### src/rtl/tick_pkg.sv
package tick_pkg;
  // Register addresses
  localparam int REG_CTRL  = 0;
  localparam int REG_STAT  = 1;
  localparam int REG_RATE  = 2;
  localparam int REG_FREQ  = 3;
  localparam int REG_COUNT = 4;
  localparam int REG_ADD   = 5;

  // Control / status bit positions
  localparam int BIT_EN   = 0;
  localparam int BIT_HDBG = 1;
  localparam int BIT_FC   = 8;

  typedef struct packed {
    logic fc_req;
    logic hdbg;
    logic en;
  } ctrl_t;
endpackage

### src/rtl/tick_regs.sv
module tick_regs
  import tick_pkg::*;
#(
  parameter int FRAC_W = 32,
  parameter int FREQ_W = 32,
  parameter int DATA_W = 64,
  parameter int ADDR_W = 3
) (
  input  logic              clk_i,
  input  logic              rst_i,
  input  logic              wr_en_i,
  input  logic [ADDR_W-1:0] wr_addr_i,
  input  logic [DATA_W-1:0] wr_data_i,
  input  logic              dbg_halt_i,
  output ctrl_t             ctrl_o,
  output logic [FRAC_W-1:0] rate_o,
  output logic [FREQ_W-1:0] freq_o,
  output logic              fc_ack_o,
  output logic              run_o,
  output logic              dbg_halted_o,
  output logic              add_we_o,
  output logic [DATA_W-1:0] add_val_o
);
  ctrl_t             ctrl_q;
  logic [FRAC_W-1:0] rate_q;
  logic [FREQ_W-1:0] freq_q;
  logic              ack_q;
  logic              hit_ctrl, hit_rate, hit_freq, frozen;

  assign hit_ctrl = wr_en_i && (wr_addr_i == ADDR_W'(REG_CTRL));
  assign hit_rate = wr_en_i && (wr_addr_i == ADDR_W'(REG_RATE));
  assign hit_freq = wr_en_i && (wr_addr_i == ADDR_W'(REG_FREQ));

  always_ff @(posedge clk_i) begin
    if (rst_i) begin
      ctrl_q <= '0;
      rate_q <= '0;
      freq_q <= '0;
      ack_q  <= 1'b0;
    end else begin
      if (hit_ctrl) begin
        ctrl_q.en     <= wr_data_i[BIT_EN];
        ctrl_q.hdbg   <= wr_data_i[BIT_HDBG];
        ctrl_q.fc_req <= wr_data_i[BIT_FC];
      end
      if (hit_rate) rate_q <= wr_data_i[FRAC_W-1:0];
      if (hit_freq) freq_q <= wr_data_i[FREQ_W-1:0];
      // acknowledge trails the stored request by one cycle
      ack_q <= ctrl_q.fc_req;
    end
  end

  assign frozen       = ctrl_q.hdbg && dbg_halt_i;
  assign run_o        = ctrl_q.en && !frozen;
  assign dbg_halted_o = ctrl_q.en && frozen;
  assign ctrl_o       = ctrl_q;
  assign rate_o       = rate_q;
  assign freq_o       = freq_q;
  assign fc_ack_o     = ack_q;
  assign add_we_o     = wr_en_i && (wr_addr_i == ADDR_W'(REG_ADD));
  assign add_val_o    = wr_data_i;
endmodule

### src/rtl/tick_phase_acc.sv
module tick_phase_acc #(
  parameter int FRAC_W = 32
) (
  input  logic              clk_i,
  input  logic              rst_i,
  input  logic              run_i,
  input  logic [FRAC_W-1:0] rate_i,
  output logic              carry_o
);
  localparam int SUM_W = FRAC_W + 1;

  logic [FRAC_W-1:0] phase_q;
  logic [SUM_W-1:0]  sum;

  assign sum     = {1'b0, phase_q} + {1'b0, rate_i};
  assign carry_o = run_i && sum[SUM_W-1];

  always_ff @(posedge clk_i) begin
    if (rst_i)      phase_q <= '0;
    else if (run_i) phase_q <= sum[FRAC_W-1:0];
  end
endmodule

### src/rtl/tick_count.sv
module tick_count #(
  parameter int CNT_W = 64
) (
  input  logic             clk_i,
  input  logic             rst_i,
  input  logic             inc_i,
  input  logic             add_we_i,
  input  logic [CNT_W-1:0] add_val_i,
  output logic [CNT_W-1:0] count_o
);
  logic [CNT_W-1:0] count_q, addend;

  // carry and add write merge into one adder so both land together
  assign addend = (add_we_i ? add_val_i : '0) + CNT_W'(inc_i);

  always_ff @(posedge clk_i) begin
    if (rst_i) count_q <= '0;
    else       count_q <= count_q + addend;
  end

  assign count_o = count_q;
endmodule

### src/rtl/tick_counter.sv
module tick_counter
  import tick_pkg::*;
#(
  parameter int CNT_W  = 64,
  parameter int FRAC_W = 32,
  parameter int FREQ_W = 32,
  parameter int ADDR_W = 3
) (
  input  logic              clk_i,
  input  logic              rst_i,
  input  logic              wr_en_i,
  input  logic [ADDR_W-1:0] wr_addr_i,
  input  logic [CNT_W-1:0]  wr_data_i,
  input  logic [ADDR_W-1:0] rd_addr_i,
  output logic [CNT_W-1:0]  rd_data_o,
  input  logic              dbg_halt_i,
  output logic [CNT_W-1:0]  count_o,
  output logic              dbg_halted_o,
  output logic              fc_ack_o
);
  ctrl_t             ctrl_q;
  logic [FRAC_W-1:0] rate_q;
  logic [FREQ_W-1:0] freq_q;
  logic              run, carry, add_we;
  logic [CNT_W-1:0]  add_val, count_q;

  tick_regs #(
    .FRAC_W(FRAC_W), .FREQ_W(FREQ_W), .DATA_W(CNT_W), .ADDR_W(ADDR_W)
  ) u_regs (
    .clk_i(clk_i), .rst_i(rst_i),
    .wr_en_i(wr_en_i), .wr_addr_i(wr_addr_i), .wr_data_i(wr_data_i),
    .dbg_halt_i(dbg_halt_i),
    .ctrl_o(ctrl_q), .rate_o(rate_q), .freq_o(freq_q),
    .fc_ack_o(fc_ack_o), .run_o(run), .dbg_halted_o(dbg_halted_o),
    .add_we_o(add_we), .add_val_o(add_val)
  );

  tick_phase_acc #(.FRAC_W(FRAC_W)) u_phase (
    .clk_i(clk_i), .rst_i(rst_i), .run_i(run), .rate_i(rate_q),
    .carry_o(carry)
  );

  tick_count #(.CNT_W(CNT_W)) u_count (
    .clk_i(clk_i), .rst_i(rst_i), .inc_i(carry),
    .add_we_i(add_we), .add_val_i(add_val), .count_o(count_q)
  );

  always_comb begin
    rd_data_o = '0;
    case (rd_addr_i)
      ADDR_W'(REG_CTRL): begin
        rd_data_o[BIT_EN]   = ctrl_q.en;
        rd_data_o[BIT_HDBG] = ctrl_q.hdbg;
        rd_data_o[BIT_FC]   = ctrl_q.fc_req;
      end
      ADDR_W'(REG_STAT): begin
        rd_data_o[BIT_HDBG] = dbg_halted_o;
        rd_data_o[BIT_FC]   = fc_ack_o;
      end
      ADDR_W'(REG_RATE):  rd_data_o[FRAC_W-1:0] = rate_q;
      ADDR_W'(REG_FREQ):  rd_data_o[FREQ_W-1:0] = freq_q;
      ADDR_W'(REG_COUNT): rd_data_o = count_q;
      default:            rd_data_o = '0;
    endcase
  end

  assign count_o = count_q;
endmodule

### config.mk
export PLATFORM = sky130hd
export DESIGN_NAME = tick_counter
export DESIGN_NICKNAME = d
export VERILOG_FILES = /design/src/rtl/tick_pkg.sv /design/src/rtl/tick_regs.sv /design/src/rtl/tick_phase_acc.sv /design/src/rtl/tick_count.sv /design/src/rtl/tick_counter.sv
export SDC_FILE = /design/constraint.sdc
export NUM_CORES = 1
export LEC_CHECK = 0
export CORE_UTILIZATION = 40
export DETAILED_ROUTE_END_ITERATION = 6
export GPL_ROUTABILITY_DRIVEN = 0
export GPL_TIMING_DRIVEN = 0
export HOLD_SLACK_MARGIN = 0.1
export PLACE_DENSITY = 0.69
export SLEW_MARGIN = 20
export SYNTH_ARGS = -nofsm -noshare
export SYNTH_HDL_FRONTEND = slang
export SYNTH_HIERARCHICAL = 1
export SYNTH_SLANG_ARGS = --single-unit
### constraint.sdc
create_clock -name clk_i -period 5.3 [get_ports clk_i]
set_input_delay 1.06 -clock clk_i [delete_from_list [all_inputs] [get_ports clk_i]]
set_output_delay 1.06 -clock clk_i [all_outputs]
set_load 0.02 [all_outputs]
==> results of run 1 <==
worst max path at each step:
stage | from | endpoint | slack, ns
finish | u_regs/rate_o[13]$_SDFFE_PP0P_ | u_count/count_o[49]$_SDFF_PP0_ | 0.18
global route | u_regs/rate_o[9]$_SDFFE_PP0P_ | u_count/count_o[60]$_SDFF_PP0_ | 0.003
CTS | dbg_halt_i | u_count/count_o[49]$_SDFF_PP0_ | 0.006
detailed placement | dbg_halt_i | u_count/count_o[58]$_SDFF_PP0_ | -1.59
global placement | dbg_halt_i | u_count/count_o[58]$_SDFF_PP0_ | -1.55
floorplan | dbg_halt_i | u_count/count_o[49]$_SDFF_PP0_ | 0.19
cell type report:
cell class | count | area [sq um] | area share, %
multi-input combinational | 1273 | 8780 | 55.2
clock buffer | 18 | 439 | 2.76
inverter | 34 | 128 | 0.803
tap | 402 | 503 | 3.16
sequential | 164 | 3280 | 20.7
buffer | 137 | 846 | 5.32
clock inverter | 14 | 139 | 0.874
timing repair buffer | 181 | 1780 | 11.2
cell families (layout without fill, tap and decap cells):
kind of cell               count (synthesis)  count (layout)
xor gates and xnor gates                  76              76
DFF                                      164             164
adders and majority gates                 97              97
muxes                                    113             113
and+or+nand+nor                          598             598
buffers and inverters                    174             384
AOI/OAI and AO/OA                        389             389
power breakdown:
part,leakage [nW],total [W],switching [W],internal [W]
logic,5.05,0.000386,0.000211,0.000175
clock network,0.277,0.00124,0.000572,0.000673
registers,1.33,0.00128,0.0000255,0.00126
total,6.65,0.00291,0.000808,0.00211
per-layer routing:
metal	wire length, um	track usage (%)	share of wire (%)	up-vias
met4	1640	11.0	4.1	2
li1	-	-	-	6002
met3	2340	4.77	5.8	92
met5	16	0	0.040	-
met1	17000	29.0	42	5803
met2	19300	42.1	48	417
state kept, by name (all words and copies together), names as in the netlist:
signal	cells
u_regs/rate_o	32
u_regs/ctrl_o	3
u_regs/freq_o	32
u_count/count_o	64
u_regs/fc_ack_o	1
u_phase/phase_q	32
timing repair:
| item | 4_1_cts | 5_1_grt |
|---|---|---|
| pin swaps | 8 | 9 |
| setup buffers | 4 | 8 |
| setup endpoints to repair | 43 | 15 |
| gates resized for setup | 23 | 22 |
per-stage QoR:
step           hold WS [ns]  area, sq um
2_1_floorplan         0.429        12900
3_3_place_gp          0.440        15100
3_5_place_dp          0.452        15100
4_1_cts               0.468        15800
5_1_grt               0.492        15900
6_report              0.467        15900
placed cells by master, fill, tap and decap left out, types with 21 or more instances in the layout:
cell type,n
a21o_1,31
a21oi_1,119
and2_1,101
buf_4,84
clkbuf_1,40
clkdlybuf4s50_1,169
dfxtp_1,164
ha_1,87
inv_1,33
mux2i_1,110
nand2_1,132
nand2b_1,104
nand4_1,22
nor2_1,132
o21ai_0,98
o21bai_1,21
xnor2_1,42
xor2_1,34
tightest hold or removal path: cells and delay by family (launching register included):
family | cells | cell delay (ns)
simple gates | 1 | 0.05
flops | 1 | 0.33
compound gates | 1 | 0.06
==> flow_summary.toml, run 1 <==
[clock_tree]
cts_tree = "yes"
numCtsBuffers = 17
clkLatencyLatePin_ns = 0.44
cts_htree_levels = 4
cts_sinks = 164
ctsHoldBuffers = 0
clockBufferDepth = 2
cts_root_buf = "clkbuf_16"
clk_pin_slew_ns = 0.07

[floorplan]
die_y_um = 182
floorplan.initialDensity_pct = 40.7
std_cell_rows = 65
die_x_um = 182
coreArea_sq_mm = 0.0316
io_pins = 204
dieArea_sq_mm = 0.0329

[timing]
layout_setup_ws_ns = 0.183
fin_crit_ns = 5.12
worst_slew_pin_slew_ns = 0.895
fin_setup_tns_ns = 0
finalCritPeriodShare_pct = 96.6
rsz0062_at_grt = "no"
relSlewSlack_pct = 40.1
setup_violations = 0
hold_viol_final = 0
max_freq_mhz = 195
fin_skew_ns = 0.0120
final_max_slew_viol_count = 0

[setup_path]
crit_slowest_cell = "or4_4"
crit_type = "flop to flop"
reg2reg_depth = 20
crit_family = "compound AO/OA/AOI/OAI gates"
reg2reg_to = "u_count/count_o[49]$_SDFF_PP0_"
path_depth = 20
arrival_ns = 5.44
reg2reg_slack_ns = 0.18
cp_slowest_stage_delay_ns = 0.51
crit_chain = "ha_2 -> nand4_1 -> nor3_2 -> o2111ai_2 -> and3_4 -> a31oi_4 -> o21ai_2 -> a21oi_2 -> inv_2 -> fa_2 -> nor2b_2 -> o2111a_1 -> nor2_1 -> o211a_1 -> or4_4 -> a31o_4 -> o41ai_4 -> a21oi_2 -> o21ai_2 -> mux2_1"
end_kind = "flop"
cp_max_fo = 6
crit-reg2reg-launch = "u_regs/rate_o[13]$_SDFFE_PP0P_"
startpoint_type = "flop"
path_buf_inv = 1
crit_required_ns = 5.62

[logic_synthesis]
synth.yosys.seq_area_share_pct = 25.5
synth_fa_ha_area_share_pct = 9.59
synth_edf_count = 0
synth.most_common_cell = "dfxtp_1"
ys_top_cells_by_area = "dfxtp_1 25%, ha_1 9.1%, mux2i_1 8.5%"
yosysTopAreaCell = "dfxtp_1"
synth_common_cells = "164 x dfxtp_1, 133 x nand2_1, 133 x nor2_1, 124 x a21oi_1, 110 x mux2i_1"
synth_area_sq_mm = 0.0129
async_flop_share_pct = 0
synth-simple-area-share_pct = 24.3
synth-xor-area-share_pct = 5.16
synth_top_family_by_area = "simple AND/OR/NAND/NOR gates"
synthMuxAreaShare_pct = 8.80
ys.warnings.count = 6
synth_cells = 1611
ys_types = 86
synth_compound_gate_area_share_pct = 19.1
synth_top_area_share_pct = 25.5
synth-main-ff-cell = "dfxtp_1"
synth-seq-cells = 164
synth_area_per_cell_sq_um = 8.00
syn-num-nets = 1782

[global_routing]
grt_first_pass_wirelength_mm = 63.7
overflow = 0
grt_max_degree = 20
antenna_found_initial = 1
grt_pass1_vias = 12000
track_usage_pct = 24.3

[power]
leakage_nw = 6.65
peakVddDrop_uv = 189
total_power_w = 0.00291
powerDensity_mw_per_mm2 = 183

[layout]
syn_to_final_growth_pct = 23.3
nFillCells = 2998
layout-drive-gt1-share_pct = 10.8
final_util_pct = 50.3
diodes = 0
fin_nets = 1979
stdcell_count = 2223

[place]
port_buffers = 169
hpwl_mm = 32.4
dp_slack_ns = -1.59
dp.cells = 2182

[detailed_routing]
post_drt_via_cell_ratio = 5.54
antenna_left = 0
drt-initial-drc-count = 821
drtPass1Iterations = 5
post_drt_wl_per_cell_um = 18.1
vias = 12300
drc_errors = 0
wl_mm = 40.3

[worst_hold_path]
hold_class = "flop to flop"
min_from = "u_phase/phase_q[23]$_SDFFE_PP0P_"
hold_end = "u_phase/phase_q[23]$_SDFFE_PP0P_"
min_path_cells = 2

[outcome]
status = "completed"

[job]
drv_cap = 0
No activity file was read; power rests on OpenSTA's default activity.
==> run 2, diff against run 1 <==
- CORE_ASPECT_RATIO: unset -> 2
- DONT_BUFFER_PORTS: unset -> 1
- PLACE_DENSITY: 0.69 -> 0.6
==> run 2 against run 1 <==
Net effect:
- global-route usage increased by 2.2 points
- final cell count decreased by 6.7%
- critical path depth decreased by 3
- sequential power about the same
- die area increased by 0.13%
- non-clock buffer count decreased by 171
- maximum frequency decreased by 1.7%
- critical endpoint unchanged
==> flow_summary.toml, run 2 (synthesis results as in run 1) <==
[outcome]
status = "completed"

[detailed_routing]
m1WireLength_mm = 13.9
drt-initial-drc-count = 429
routed.top_layer = "met4"
post_drt_wl_per_cell_um = 21.1
wl_met2_mm = 24.4
wl_mm = 43.8
post_drt_via_cell_ratio = 5.71
vias = 11900
route.met3.wl_mm = 2.07
drtPass1Iterations = 7
antenna_left = 0
drc_errors = 0

[setup_path]
reg2reg_depth = 20
end_kind = "flop"
crit_chain = "a21boi_0 -> clkbuf_2 -> buf_2 -> o221ai_1 -> a21oi_1 -> inv_1 -> fa_2 -> nor2b_2 -> o2111a_1 -> nor2_1 -> o211a_1 -> or4_4 -> a31o_1 -> o41ai_4 -> a21oi_2 -> o21ai_2 -> mux2_1"
crit_required_ns = 5.64
reg2reg_to = "u_count/count_o[49]$_SDFF_PP0_"
cp_max_fo = 10
reg2reg_slack_ns = 0.15
crit-reg2reg-launch = "u_regs/rate_o[8]$_SDFFE_PP0P_"
arrival_ns = 5.55
startpoint_type = "input port"
cp_slowest_stage_delay_ns = 0.50
crit_type = "input port to flop"
crit_slowest_cell = "or4_4"

[power]
leakage_nw = 6.09
powerDensity_mw_per_mm2 = 206
total_power_w = 0.00294
clkPwrFrac_pct = 45.7
p_int_w = 0.00214
p_sw_share_pct = 27.2
p_seq_share_pct = 44.3
netSwitchingPower_w = 0.000800
combPwrFrac_pct = 10.0
peakVddDrop_uv = 237

[place]
port_buffers = 0
dp_slack_ns = -1.32
hpwl_mm = 35.8
dp.cells = 2034
place_area_sq_mm = 0.0134

[timing]
fin_crit_ns = 5.21
hold_slack_ns = 0.461
layout_setup_ws_ns = 0.0938
relSlewSlack_pct = 26.6
fin_skew_ns = 0.0120
final_max_slew_viol_count = 0
worst_slew_pin_slew_ns = 1.10
hold_viol_final = 0
setup_violations = 0
finalCritPeriodShare_pct = 98.2
max_freq_mhz = 192

[clock_tree]
clkLatencyLatePin_ns = 0.45
ctsHoldBuffers = 0
cts_root_buf = "clkbuf_16"
numCtsBuffers = 17
clk_pin_slew_ns = 0.07
cts_htree_levels = 4
cts_tree = "yes"
cts_sinks = 164
clockBufferDepth = 2

[layout]
largest_reg_flops = 64
mostFrequentLayoutCell = "dfxtp_1"
layout-drive-gt1-share_pct = 11.3
finalInstanceArea_sq_mm = 0.0143
stdcell_count = 2075
layout_common_cells = "164 x dfxtp_1, 132 x nand2_1, 132 x nor2_1"
fin_nets = 1808
syn_to_final_growth_pct = 10.7

[global_routing]
grt_first_pass_wirelength_mm = 64.8
overflow = 0
grt_max_degree = 17
antenna_found_initial = 1
track_usage_pct = 26.5
grt_pass1_vias = 11800

[floorplan]
std_cell_rows = 92
io_pins = 204
floorplan.initialDensity_pct = 40.7
dieArea_sq_mm = 0.0330
coreArea_sq_mm = 0.0317
die_y_um = 256
die_x_um = 129

[job]
drv_cap = 0

[worst_hold_path]
min_from = "u_phase/phase_q[18]$_SDFFE_PP0P_"
min_path_cells = 2
hold_end = "u_phase/phase_q[18]$_SDFFE_PP0P_"
hold_class = "flop to flop"
## run 2: changes by cell type in the layout (fill, tap and decap cells not counted), sizes merged, moves of 2 or more
cell	delta
clkbuf	+2
clkinv	+3
inv	-4
diode	+2
buf	-4
bufinv	+2
clkdlybuf4s50	-169
## run 2: how the worst max path moves through the flow
stage	from	to	slack (ns)	cells after the start
after floorplan	dbg_halt_i	u_count/count_o[49]$_SDFF_PP0_	0.19	17
after global placement	dbg_halt_i	u_count/count_o[58]$_SDFF_PP0_	-1.33	19
after detailed placement	dbg_halt_i	u_count/count_o[58]$_SDFF_PP0_	-1.32	19
after CTS	dbg_halt_i	u_count/count_o[49]$_SDFF_PP0_	0.06	17
after global routing	u_regs/rate_o[10]$_SDFFE_PP0P_	u_count/count_o[49]$_SDFF_PP0_	-0.01	20
final	dbg_halt_i	u_count/count_o[49]$_SDFF_PP0_	0.09	17
## run 2: area by class of cell
type | count | area, sq um
antenna | 2 | 5.00
sequential | 164 | 3280
buffer | 139 | 848
clock inverter | 14 | 175
inverter | 34 | 128
fill | 3217 | 17400
tap | 423 | 529
clock buffer | 18 | 439
timing repair buffer | 8 | 60.1
multi-input combinational | 1273 | 8800
## run 2: per-stage QoR
step	setup TNS (ns)	util, %
after floorplan	0	-
after global placement	-27.67	42.4
after detailed placement	-28.01	42.4
after CTS	0	44.8
after global routing	-0.0148	45.1
final	0	45.1
## run 2: critical path: cells and delay by family
kind / cells / cell delay (ns)
AND/OR/NAND/NOR: 3 / 0.77
AO/OA/AOI/OAI: 9 / 2.16
buffers and inverters: 3 / 0.79
multiplexers: 1 / 0.33
adder cells (fa/ha/maj): 1 / 0.43
## run 2: layer usage
layer | GRT usage [%] | up-vias
li1 | - | 5665
met1 | 22.1 | 5616
met5 | 0 | -
met2 | 52.6 | 425
met3 | 5.12 | 151
met4 | 19.8 | 0
## run 2: power groups by stage
| stage | combinational (W) | sequential (W) | clock, W |
|---|---|---|---|
| floorplan | 0.000218 | 0.00132 | 0 |
| global placement | 0.000288 | 0.00133 | 0 |
| detailed placement | 0.000291 | 0.00133 | 0 |
| CTS | 0.000293 | 0.00130 | 0.00137 |
| global route | 0.000317 | 0.00130 | 0.00142 |
| finish | 0.000294 | 0.00130 | 0.00134 |
## run 2: repair_timing
action | in CTS | in global routing
pin swaps | 13 | 7
gates resized for setup | 24 | 13
endpoints found under the setup margin | 32 | 10
setup buffers | 7 | 1
==> run 3, diff against run 2 <==
- ABC_AREA: unset -> 1
==> run 3 against run 2 <==
Net effect:
- the flow now finishes with violations (DRC)
- clock skew rose by 0.0016 ns
- maximum frequency rose by 5.7%
- worst hold slack improved by 0.0042 ns
- total power rose by 3.8%
- design area rose by 22%
- die area rose by 25%
- register-to-register slack improved by 0.22 ns
- synthesized cell count rose by 84%
- first-iteration DRC count rose by 110%
- flip-flop and latch count did not move
- highest routed layer unchanged
==> flow_summary.toml, run 3 <==
[timing]
hold_viol_final = 0
fin_skew_ns = 0.0137
setup_violations = 0
worst_slew_pin_slew_ns = 0.951
rsz0062_at_grt = "no"
finalCritPeriodShare_pct = 93.0
fin_crit_ns = 4.93
max_freq_mhz = 203
layout_setup_ws_ns = 0.374
final_max_slew_viol_count = 0
relSlewSlack_pct = 36.1

[global_routing]
grt_pass1_vias = 17600
grt_first_pass_wirelength_mm = 97.7
track_usage_pct = 33.0
antenna_found_initial = 0
grt_max_degree = 17
overflow = 0

[clock_tree]
cts_root_buf = "clkbuf_16"
clkLatencyLatePin_ns = 0.46
clockBufferDepth = 2
cts_sinks = 164
postCtsSetupRepairBufs = 0
numCtsBuffers = 17
cts_tree = "yes"
clk_pin_slew_ns = 0.07
cts_htree_levels = 4

[detailed_routing]
antenna_left = 0
post_drt_via_cell_ratio = 4.96
drt-initial-drc-count = 910
vias = 17400
drtPass1Iterations = 7
wl_mm = 65.9
drc_errors = 16
post_drt_wl_per_cell_um = 18.8

[layout]
mostFrequentLayoutCell = "nand2_1"
layout-drive-gt1-share_pct = 8.17
final_util_pct = 43.9
stdcell_count = 3513
syn_to_final_growth_pct = 7.78
diodes = 0
layout_common_cells = "1016 x nand2_1, 608 x inv_1, 365 x nor2_1"
nFillCells = 4476
largest_reg_flops = 64
fin_nets = 3146

[setup_path]
crit-reg2reg-launch = "u_regs/rate_o[25]$_SDFFE_PP0P_"
reg2reg_depth = 21
arrival_ns = 5.29
cp-endpoint = "u_count/count_o[40]$_SDFF_PP0_"
startpoint = "u_regs/rate_o[25]$_SDFFE_PP0P_"
crit_required_ns = 5.66
reg2reg_to = "u_count/count_o[40]$_SDFF_PP0_"
reg2reg_slack_ns = 0.37
crit_type = "flop to flop"
cp_max_fo = 5
end_kind = "flop"
startpoint_type = "flop"

[logic_synthesis]
synth_top_area_share_pct = 23.6
ys_types = 40
synthMuxAreaShare_pct = 0
synth-simple-area-share_pct = 44.5
synth_cells = 2957
synth-seq-cells = 164
synth_compound_gate_area_share_pct = 6.95
ys_top_cells_by_area = "nand2_1 24%, dfxtp_1 20%, inv_1 14%"
synth_top_family_by_area = "simple AND/OR/NAND/NOR gates"
yosysTopAreaCell = "nand2_1"
synth_common_cells = "1016 x nand2_1, 608 x inv_1, 365 x nor2_1, 190 x nand3_1, 164 x dfxtp_1"
syn-num-nets = 3128
synth.most_common_cell = "nand2_1"
synth_fa_ha_area_share_pct = 7.66
synth_edf_count = 0
synth-main-ff-cell = "dfxtp_1"
ys.warnings.count = 6
synth-xor-area-share_pct = 0.814
synth_area_per_cell_sq_um = 5.46
async_flop_share_pct = 0
synth_area_sq_mm = 0.0161
synth.yosys.seq_area_share_pct = 20.4

[outcome]
status = "finished, violations left"
violations = "DRC"

[worst_hold_path]
hold_class = "flop to flop"

[place]
dp.cells = 3482
port_buffers = 0
dp_slack_ns = -0.484
hpwl_mm = 54.9

[power]
leakage_nw = 10.4
powerDensity_mw_per_mm2 = 176
peakVddDrop_uv = 192

[floorplan]
floorplan.initialDensity_pct = 40.8
die_x_um = 144
std_cell_rows = 103
io_pins = 204
coreArea_sq_mm = 0.0396
die_y_um = 286
dieArea_sq_mm = 0.0412

[job]
drv_cap = 0
-- run 3: cell count changes after synthesis, sizes merged, moves of 104 or more --
cell and delta:
inv +583, mux2i -110, nand2 +923, nor2 +253
nand2b -104, nand3 +195
-- run 3: worst min path at each step --
stage	from	endpoint	slack, ns	cells past startpoint
after CTS	u_regs/ctrl_o[2]$_SDFFE_PP0P_	u_regs/fc_ack_o$_SDFF_PP0_	0.46	2
after global routing	u_regs/ctrl_o[2]$_SDFFE_PP0P_	u_regs/fc_ack_o$_SDFF_PP0_	0.49	2
final	u_regs/ctrl_o[2]$_SDFFE_PP0P_	u_regs/fc_ack_o$_SDFF_PP0_	0.47	2
after floorplan	u_regs/ctrl_o[2]$_SDFFE_PP0P_	u_regs/fc_ack_o$_SDFF_PP0_	0.42	2
after detailed placement	u_regs/ctrl_o[2]$_SDFFE_PP0P_	u_regs/fc_ack_o$_SDFF_PP0_	0.45	2
after global placement	u_regs/ctrl_o[2]$_SDFFE_PP0P_	u_regs/fc_ack_o$_SDFF_PP0_	0.44	2
-- run 3: layout make-up --
type                       instances  area, sq um  share of cell area (%)
inverter                         620         2330                    13.4
buffer                           126          848                    4.88
multi-input combinational       2046         9670                    55.6
sequential                       164         3280                    18.9
clock buffer                      21          450                    2.59
clock inverter                    11          150                   0.863
tap                              525          657                    3.78
-- run 3: per-stage QoR --
stage / instance area [sq um] / total power, W / TNS (ns) / hold slack (ns)
2_1_floorplan: 16100 / 0.00162 / 0 / 0.416
3_3_place_gp: 16800 / 0.00173 / -7.23 / 0.440
3_5_place_dp: 16800 / 0.00173 / -6.82 / 0.452
4_1_cts: 17400 / 0.00308 / 0 / 0.458
5_1_grt: 17400 / 0.00317 / 0 / 0.490
6_report: 17400 / 0.00305 / 0 / 0.466
-- run 3: cell families (layout without fill, tap and decap cells) --
group,after synthesis,in the layout
AND/OR/NAND/NOR,1718,1718
buffers and inverters,747,778
AO/OA/AOI/OAI,216,216
flip-flops,164,164
XOR/XNOR,15,15
adder cells (fa/ha/maj),97,97
-- run 3: metal layers --
| metal | routed length [um] | vias up | track usage (%) |
|---|---|---|---|
| li1 | - | 8831 | - |
| met1 | 19100 | 7643 | 25.2 |
| met2 | 34100 | 619 | 60.8 |
| met3 | 3390 | 334 | 6.96 |
| met4 | 9330 | 0 | 40.3 |
| met5 | 0 | - | 0 |
-- run 3: power breakdown --
| group | leakage [nW] | internal, W | switching [W] |
|---|---|---|---|
| clock | 0.288 | 0.000757 | 0.000585 |
| sequential | 1.33 | 0.00127 | 0.0000514 |
| combinational | 8.83 | 0.000134 | 0.000254 |
-- run 3: repair_timing --
| action | in CTS | in global routing |
|---|---|---|
| gates resized for setup | 0 | 1 |
| setup endpoints to repair | 0 | 15 |
| hold buffers | 0 | 0 |
-- run 3: critical path: stages, from the launching register on --
cell and delay [ns]:
dfxtp_1 0.34, ha_1 0.41, a21oi_1 0.33, nor2_1 0.07
nor2_1 0.29, nor2_1 0.08, nor3_1 0.77, a21oi_2 0.14
inv_1 0.24, fa_1 0.22, inv_1 0.09, fa_1 0.46
nand2_1 0.12, nand3_1 0.09, nand3_1 0.13, nand2_2 0.11
nand2_1 0.07, nand3_1 0.39, nand2_1 0.27, nand3_1 0.09
nand2_1 0.07, nor2_1 0.03
